==> src/rtl/spim_pkg.sv <==
package spim_pkg;
  localparam int BW = 8;

  typedef enum logic [2:0] {
    ST_OPC, ST_AHI, ST_ALO, ST_RD, ST_WR, ST_SRD, ST_SWR, ST_SKIP
  } spim_state_t;

  localparam logic [BW-1:0] OP_WEN   = 8'h06;
  localparam logic [BW-1:0] OP_WDIS  = 8'h04;
  localparam logic [BW-1:0] OP_RSTAT = 8'h05;
  localparam logic [BW-1:0] OP_WSTAT = 8'h01;
  localparam logic [BW-1:0] OP_RMEM  = 8'h03;
  localparam logic [BW-1:0] OP_WMEM  = 8'h02;
endpackage

==> src/rtl/spim_front.sv <==
module spim_front #(
  parameter int PWRUP_CYCLES = 1250000
) (
  input  logic clk,
  input  logic rst,
  input  logic cs_n,
  input  logic sck,
  input  logic mosi,
  output logic active,
  output logic ready,
  output logic sck_rise,
  output logic sck_fall,
  output logic mosi_s
);
  localparam int CW = $clog2(PWRUP_CYCLES + 2);
  localparam logic [CW-1:0] PU_LAST = CW'(PWRUP_CYCLES);

  logic [CW-1:0] pu_cnt;
  logic cs_r, cs_d, sck_r, sck_d, act_q;

  assign ready = (pu_cnt == PU_LAST);

  always_ff @(posedge clk) begin
    if (rst) begin
      pu_cnt <= '0;
      cs_r   <= 1'b1;
      cs_d   <= 1'b1;
      sck_r  <= 1'b0;
      sck_d  <= 1'b0;
      mosi_s <= 1'b0;
      act_q  <= 1'b0;
    end else begin
      cs_r   <= cs_n;
      cs_d   <= cs_r;
      sck_r  <= sck;
      sck_d  <= sck_r;
      mosi_s <= mosi;
      if (!ready) pu_cnt <= pu_cnt + CW'(1);
      // a window is accepted only if the lockout is over when it opens
      if (cs_r) act_q <= 1'b0;
      else if (cs_d && ready) act_q <= 1'b1;
    end
  end

  assign active   = act_q;
  assign sck_rise = act_q & sck_r & ~sck_d;
  assign sck_fall = act_q & ~sck_r & sck_d;
endmodule

==> src/rtl/spim_shift.sv <==
module spim_shift
  import spim_pkg::*;
(
  input  logic          clk,
  input  logic          rst,
  input  logic          active,
  input  logic          sck_rise,
  input  logic          sck_fall,
  input  logic          mosi,
  input  logic [BW-1:0] tx_byte,
  output logic          byte_valid,
  output logic [BW-1:0] rx_byte,
  output logic          miso
);
  localparam int CNTW = $clog2(BW);

  logic [CNTW-1:0] bit_cnt;
  logic [BW-1:0]   rx_sh, tx_sh;

  always_ff @(posedge clk) begin
    if (rst) begin
      bit_cnt    <= '0;
      rx_sh      <= '0;
      tx_sh      <= '0;
      rx_byte    <= '0;
      byte_valid <= 1'b0;
      miso       <= 1'b0;
    end else begin
      byte_valid <= 1'b0;
      if (!active) begin
        bit_cnt <= '0;
      end else begin
        if (sck_rise) begin
          rx_sh   <= {rx_sh[BW-2:0], mosi};
          bit_cnt <= bit_cnt + CNTW'(1);
          if (bit_cnt == CNTW'(BW - 1)) begin
            byte_valid <= 1'b1;
            rx_byte    <= {rx_sh[BW-2:0], mosi};
          end
        end
        if (sck_fall) begin
          // byte boundary: present the MSB of the next outgoing byte
          if (bit_cnt == '0) begin
            miso  <= tx_byte[BW-1];
            tx_sh <= {tx_byte[BW-2:0], 1'b0};
          end else begin
            miso  <= tx_sh[BW-1];
            tx_sh <= {tx_sh[BW-2:0], 1'b0};
          end
        end
      end
    end
  end
endmodule

==> src/rtl/spim_ctrl.sv <==
module spim_ctrl
  import spim_pkg::*;
#(
  parameter int DEPTH = 256
) (
  input  logic                     clk,
  input  logic                     rst,
  input  logic                     active,
  input  logic                     byte_valid,
  input  logic [BW-1:0]            rx_byte,
  input  logic [BW-1:0]            rd_data,
  output logic [BW-1:0]            tx_byte,
  output logic                     wel,
  output logic                     mem_we,
  output logic [$clog2(DEPTH)-1:0] mem_addr,
  output logic [BW-1:0]            mem_wdata,
  output logic                     in_opc
);
  localparam int AW = $clog2(DEPTH);

  spim_state_t st;
  logic          wr_ok, wr_cmd;
  logic [BW-1:0] a_hi;
  logic [5:0]    sr_bits;
  logic [AW-1:0] addr;
  logic [BW-1:0] status;

  assign status    = {sr_bits, wel, 1'b0};
  assign tx_byte   = (st == ST_SRD) ? status : ((st == ST_RD) ? rd_data : '0);
  assign mem_we    = byte_valid && (st == ST_WR) && wr_ok;
  assign mem_addr  = addr;
  assign mem_wdata = rx_byte;
  assign in_opc    = (st == ST_OPC);

  always_ff @(posedge clk) begin
    if (rst) begin
      st      <= ST_OPC;
      wel     <= 1'b0;
      wr_ok   <= 1'b0;
      wr_cmd  <= 1'b0;
      a_hi    <= '0;
      sr_bits <= '0;
      addr    <= '0;
    end else if (!active) begin
      st     <= ST_OPC;
      wr_ok  <= 1'b0;
      wr_cmd <= 1'b0;
      if (wr_cmd) wel <= 1'b0;   // end of any write window drops the latch
    end else if (byte_valid) begin
      case (st)
        ST_OPC: begin
          case (rx_byte)
            OP_WEN:   begin wel <= 1'b1; st <= ST_SKIP; end
            OP_WDIS:  begin wel <= 1'b0; st <= ST_SKIP; end
            OP_RSTAT: st <= ST_SRD;
            OP_WSTAT: begin st <= ST_SWR; wr_cmd <= 1'b1; wr_ok <= wel; end
            OP_RMEM:  begin st <= ST_AHI; wr_cmd <= 1'b0; end
            OP_WMEM:  begin st <= ST_AHI; wr_cmd <= 1'b1; wr_ok <= wel; end
            default:  st <= ST_SKIP;
          endcase
        end
        ST_AHI: begin a_hi <= rx_byte; st <= ST_ALO; end
        ST_ALO: begin
          addr <= AW'({a_hi, rx_byte});
          st   <= wr_cmd ? ST_WR : ST_RD;
        end
        ST_RD, ST_WR: addr <= addr + AW'(1);
        ST_SWR: begin
          if (wr_ok) sr_bits <= rx_byte[7:2];
          st <= ST_SKIP;
        end
        default: ;
      endcase
    end
  end
endmodule

==> src/rtl/spim_ram.sv <==
module spim_ram
  import spim_pkg::*;
#(
  parameter int DEPTH = 256
) (
  input  logic                     clk,
  input  logic                     we,
  input  logic [$clog2(DEPTH)-1:0] addr,
  input  logic [BW-1:0]            wdata,
  output logic [BW-1:0]            rd_q
);
  logic [BW-1:0] mem [DEPTH];

  always_ff @(posedge clk) begin
    if (we) mem[addr] <= wdata;
    rd_q <= mem[addr];
  end
endmodule

==> src/rtl/spim_slave.sv <==
module spim_slave
  import spim_pkg::*;
#(
  parameter int DEPTH        = 256,
  parameter int PWRUP_CYCLES = 1250000
) (
  input  logic clk,
  input  logic rst,
  input  logic spi_cs_n,
  input  logic spi_sck,
  input  logic spi_mosi,
  output logic spi_miso,
  output logic spi_miso_oe
);
  localparam int AW = $clog2(DEPTH);

  logic          fe_active, fe_ready, fe_rise, fe_fall, fe_mosi;
  logic          sh_valid;
  logic [BW-1:0] sh_byte, ct_tx, ct_wdata, rm_q;
  logic          ct_wel, ct_we, ct_in_opc;
  logic [AW-1:0] ct_addr;

  spim_front #(.PWRUP_CYCLES(PWRUP_CYCLES)) u_front (
    .clk(clk), .rst(rst), .cs_n(spi_cs_n), .sck(spi_sck), .mosi(spi_mosi),
    .active(fe_active), .ready(fe_ready), .sck_rise(fe_rise),
    .sck_fall(fe_fall), .mosi_s(fe_mosi)
  );

  spim_shift u_shift (
    .clk(clk), .rst(rst), .active(fe_active), .sck_rise(fe_rise),
    .sck_fall(fe_fall), .mosi(fe_mosi), .tx_byte(ct_tx),
    .byte_valid(sh_valid), .rx_byte(sh_byte), .miso(spi_miso)
  );

  spim_ctrl #(.DEPTH(DEPTH)) u_ctrl (
    .clk(clk), .rst(rst), .active(fe_active), .byte_valid(sh_valid),
    .rx_byte(sh_byte), .rd_data(rm_q), .tx_byte(ct_tx), .wel(ct_wel),
    .mem_we(ct_we), .mem_addr(ct_addr), .mem_wdata(ct_wdata),
    .in_opc(ct_in_opc)
  );

  spim_ram #(.DEPTH(DEPTH)) u_ram (
    .clk(clk), .we(ct_we), .addr(ct_addr), .wdata(ct_wdata), .rd_q(rm_q)
  );

  assign spi_miso_oe = fe_active;
endmodule

==> config.mk <==
export PLATFORM = sky130hd
export DESIGN_NAME = spim_slave
export DESIGN_NICKNAME = d
export VERILOG_FILES = /design/src/rtl/spim_pkg.sv /design/src/rtl/spim_front.sv /design/src/rtl/spim_shift.sv /design/src/rtl/spim_ctrl.sv /design/src/rtl/spim_ram.sv /design/src/rtl/spim_slave.sv
export SDC_FILE = /design/constraint.sdc
export NUM_CORES = 2
export LEC_CHECK = 0
export ABC_AREA = 1
export BUFFER_PORTS_ARGS = -buffer_cell sky130_fd_sc_hd__buf_2
export CELL_PAD_IN_SITES_DETAIL_PLACEMENT = 1
export CELL_PAD_IN_SITES_GLOBAL_PLACEMENT = 2
export CORE_ASPECT_RATIO = 0.5
export CORE_MARGIN = 5
export CORE_UTILIZATION = 43
export CTS_CLUSTER_DIAMETER = 200
export DETAILED_ROUTE_END_ITERATION = 8
export GPL_ROUTABILITY_DRIVEN = 0
export HOLD_SLACK_MARGIN = 0.02
export PLACE_DENSITY_LB_ADDON = 0.1
export SLEW_MARGIN = 10
export SYNTH_ARGS = -nofsm -noshare
export SYNTH_HDL_FRONTEND = slang
export SYNTH_HIERARCHICAL = 1
export SYNTH_SLANG_ARGS = --single-unit
==> constraint.sdc <==
create_clock -name clk -period 2.99 [get_ports clk]
set_clock_uncertainty 0.05 [all_clocks]
set_input_delay 0.299 -clock clk [delete_from_list [all_inputs] [get_ports clk]]
set_output_delay 0.299 -clock clk [all_outputs]
set_load 0.1 [all_outputs]
==> impl_metrics.ini <==
[worst_hold_path]
hold_path_depth = 2
hold_path_class = reg -> reg
hp-start = u_ctrl/sr_bits[4]$_SDFFE_PP0P_
whs_endpoint = u_ctrl/sr_bits[4]$_SDFFE_PP0P_

[logic_synthesis]
synth_flop_cell = edfxtp_1
synth_warnings = 6
syn_nets = 8599
yosysSeqAreaShare_pct = 71.2
synth_area_sq_um = 88700
syn_area_per_cell_sq_um = 10.3
synth_edf_count = 2048
ys_ff_latch = 2130
syn_inst = 8588
async_flop_share_pct = 0
synth_cell_types = 38

[cells_and_area]
layout.nets = 8938
syn_to_final_growth_pct = 14.8
drive_gt1_share_pct = 9.90
antenna_cells = 0
fillCellCount = 22200
mostFrequentLayoutCells = 4,879 x nand2_1, 2,048 x edfxtp_1, 454 x buf_4, 412 x nor2_1, 238 x nand3_1
final_common_cell = nand2_1
design_area_sq_um = 102000
final_core_util_pct = 49.8
finalNonFillerCells = 11800

[route]
wl_per_cell_microns = 24.2
drtIter0Drc = 5599
dr.pass1.iters = 6
drc_errors = 0
ant_nets = 0
via_count = 62500
via_per_inst = 5.29
wirelength_mm = 286

[worst_setup_path]
reg2reg_depth = 16
startpoint_type = register
slowest_stage = dfxtp_4
cp_cell_sequence = inv_16, nor2_8, buf_12, buf_4, nand2_1, nand3_1, nand2_1, nand2_1, o21ai_1, buf_4, nand2_1, nor2_1, nor2_1, nor2_1, buf_4, nand2_1
critPathTopFamily = simple AND/OR/NAND/NOR gates
required_ns = 3.72
criticalPathCategory = reg -> reg
cp.arrival_ns = 3.72
cp_common_cell = nand2_1
r2r-start = u_ctrl/mem_addr[1]$_SDFFE_PP0P_
critPathBufInv = 5
path_max_fanout = 37
reg2reg_to = u_ram/rd_q[1]$_DFF_P_
endpoint_kind = register
slowest_delay_ns = 0.50
reg2reg_slack_ns = 0.007

[sta]
period_minus_slack_ns = 2.98
setup_viol = 0
relSlewSlack_pct = 20.4
slew_violations = 0
hold_viol_final = 0
rsz0062_at_grt = true
fin_crit_sh_pct = 99.8
worst_slew_pin_slew_ns = 1.19
fmax_mhz = 335

[clock_network]
clock_latency_ns = 0.87
clock_path_buffers = 4
cts_tree = built
path_clk_slew_ns = 0.07
root_buffer = clkbuf_16
cts_htree_levels = 4
numCtsBuffers = 204
clkSinkCount = 2130

[power_and_ir_drop]
comb_power_share_pct = 0.1
p_sw_mw = 11.3
seqPwrFrac_pct = 56.7
ir_drop_uv = 407
p_sw_share_pct = 19.9
leakage_nw = 37.9
p_int_mw = 45.5
power_frac_clock_pct = 43.2
power_density_nw_per_um2 = 558

[global_routing]
grt_antenna_before_repair = 15
grt_pass1_wl_mm = 420
grt_pass1_vias = 62600
grt_max_degree = 132
track_usage_pct = 26.1
grt-ovfl-total = 0

[place]
hpwlAfterDp_mm = 180
numPortBuffers = 6
dp.cells = 11400
placed_cell_area_sq_um = 95700

[floorplanning]
start_util_pct = 43.4
placementRows = 117
dieArea_sq_um = 216000
fp.coreArea_sq_um = 204000
fp.dieH_microns = 331
die_x_microns = 652
io_pins = 7

[flow_run]
max-cap-violations = 0

[status]
status = finished, final reports clean
## cell families after synthesis
group / Yosys count / share of synthesized area, %
XOR/XNOR: 1 / 0.00988
AO/OA/AOI/OAI: 294 / 1.69
adder cells (fa/ha/maj): 6 / 0.0846
AND/OR/NAND/NOR: 5602 / 24.3
flip-flops: 2130 / 71.2
buffers and inverters: 555 / 2.77
## final cells by class
class                           instances  area, sq um  area share (%)
Tap cell                             2737         3420            3.36
Sequential cell                      2130        63200            62.1
Timing Repair Buffer                  567         5480            5.38
Clock buffer                          263         5410            5.31
Multi-Input combinational cell       5903        23300            22.8
Inverter                              121          495           0.487
Clock inverter                         86          578           0.568
## sequential cells by signal, summed over array words and instances, names as in the netlist, 3 cells and up
name	count
u_ram/rd_q	8
u_shift/rx_byte	8
u_ctrl/mem_addr	8
u_ram/mem	2048
u_shift/bit_cnt	3
u_shift/tx_sh	7
u_shift/rx_sh	7
u_front/pu_cnt	21
u_ctrl/st	3
u_ctrl/sr_bits	6
## power groups by stage
stage | logic, mW | registers (mW) | clock network [mW]
2_1_floorplan | 0.0323 | 32.8 | 0
3_3_place_gp | 0.0543 | 32.8 | 0
3_5_place_dp | 0.0550 | 32.8 | 0
4_1_cts | 0.0611 | 32.2 | 25.1
5_1_grt | 0.0674 | 32.1 | 26.5
6_report | 0.0608 | 32.2 | 24.5
## tightest hold or removal path: stages, from the launching register on
cell and delay [ns]:
dfxtp_1 0.30, inv_1 0.06, a21oi_1 0.05
## metal layers
| layer | vias to the layer above | track usage [%] | share of wire [%] |
|---|---|---|---|
| met5 | - | 0 | 0 |
| met2 | 1527 | 41.1 | 45 |
| li1 | 28800 | - | - |
| met3 | 330 | 3.46 | 5.7 |
| met1 | 31800 | 39.1 | 48 |
| met4 | 0 | 5.21 | 1.9 |
## through the flow
| step | total power, mW | hold slack [ns] | setup WS, ns | setup TNS, ns |
|---|---|---|---|---|
| floorplan | 32.9 | 0.318 | 0.621 | 0 |
| global placement | 32.9 | 0.378 | -0.541 | -2.47 |
| detailed placement | 32.9 | 0.384 | -0.578 | -2.66 |
| CTS | 57.3 | 0.380 | -0.0172 | -0.0172 |
| global route | 58.7 | 0.400 | -0.0731 | -0.0743 |
| finish | 56.8 | 0.399 | 0.00729 | 0 |
## cell usage after synthesis, drive strengths merged, types with 5 or more instances
cell type	number	area, sq um
nand4	9	56.3
inv	120	458
o21ai	202	1030
nor2	435	1690
buf	261	1340
nand2	4903	18400
dfxtp	82	1640
or2	5	31.3
ha	6	75.1
a21oi	90	454
nand3	241	1230
edfxtp	2048	61500
clkbuf	173	649
## repair_timing
item | 4_1_cts | 5_1_grt
hold endpoints to repair | 15 | 0
endpoints found under the setup margin | 7 | 8
buffers inserted | 0 | 3
hold buffers | 6 | 0
gates resized for setup | 21 | 10
pin swaps | 0 | 2
## how the worst max path moves through the flow
stage | start | end | slack [ns] | cells past startpoint
4_1_cts | u_ctrl/mem_addr[1]$_SDFFE_PP0P_ | u_ram/rd_q[7]$_DFF_P_ | -0.02 | 16
3_5_place_dp | u_ctrl/mem_addr[0]$_SDFFE_PP0P_ | u_ram/rd_q[7]$_DFF_P_ | -0.58 | 14
6_report | u_ctrl/mem_addr[1]$_SDFFE_PP0P_ | u_ram/rd_q[1]$_DFF_P_ | 0.007 | 16
3_3_place_gp | u_ctrl/mem_addr[0]$_SDFFE_PP0P_ | u_ram/rd_q[7]$_DFF_P_ | -0.54 | 15
2_1_floorplan | u_front/active$_SDFFE_PP0P_ | u_shift/rx_byte[3]$_SDFFE_PP0P_ | 0.62 | 5
5_1_grt | u_ctrl/mem_addr[0]$_SDFFE_PP0P_ | u_ram/rd_q[7]$_DFF_P_ | -0.07 | 16
Note: power is estimated with default switching activity, not from simulation.
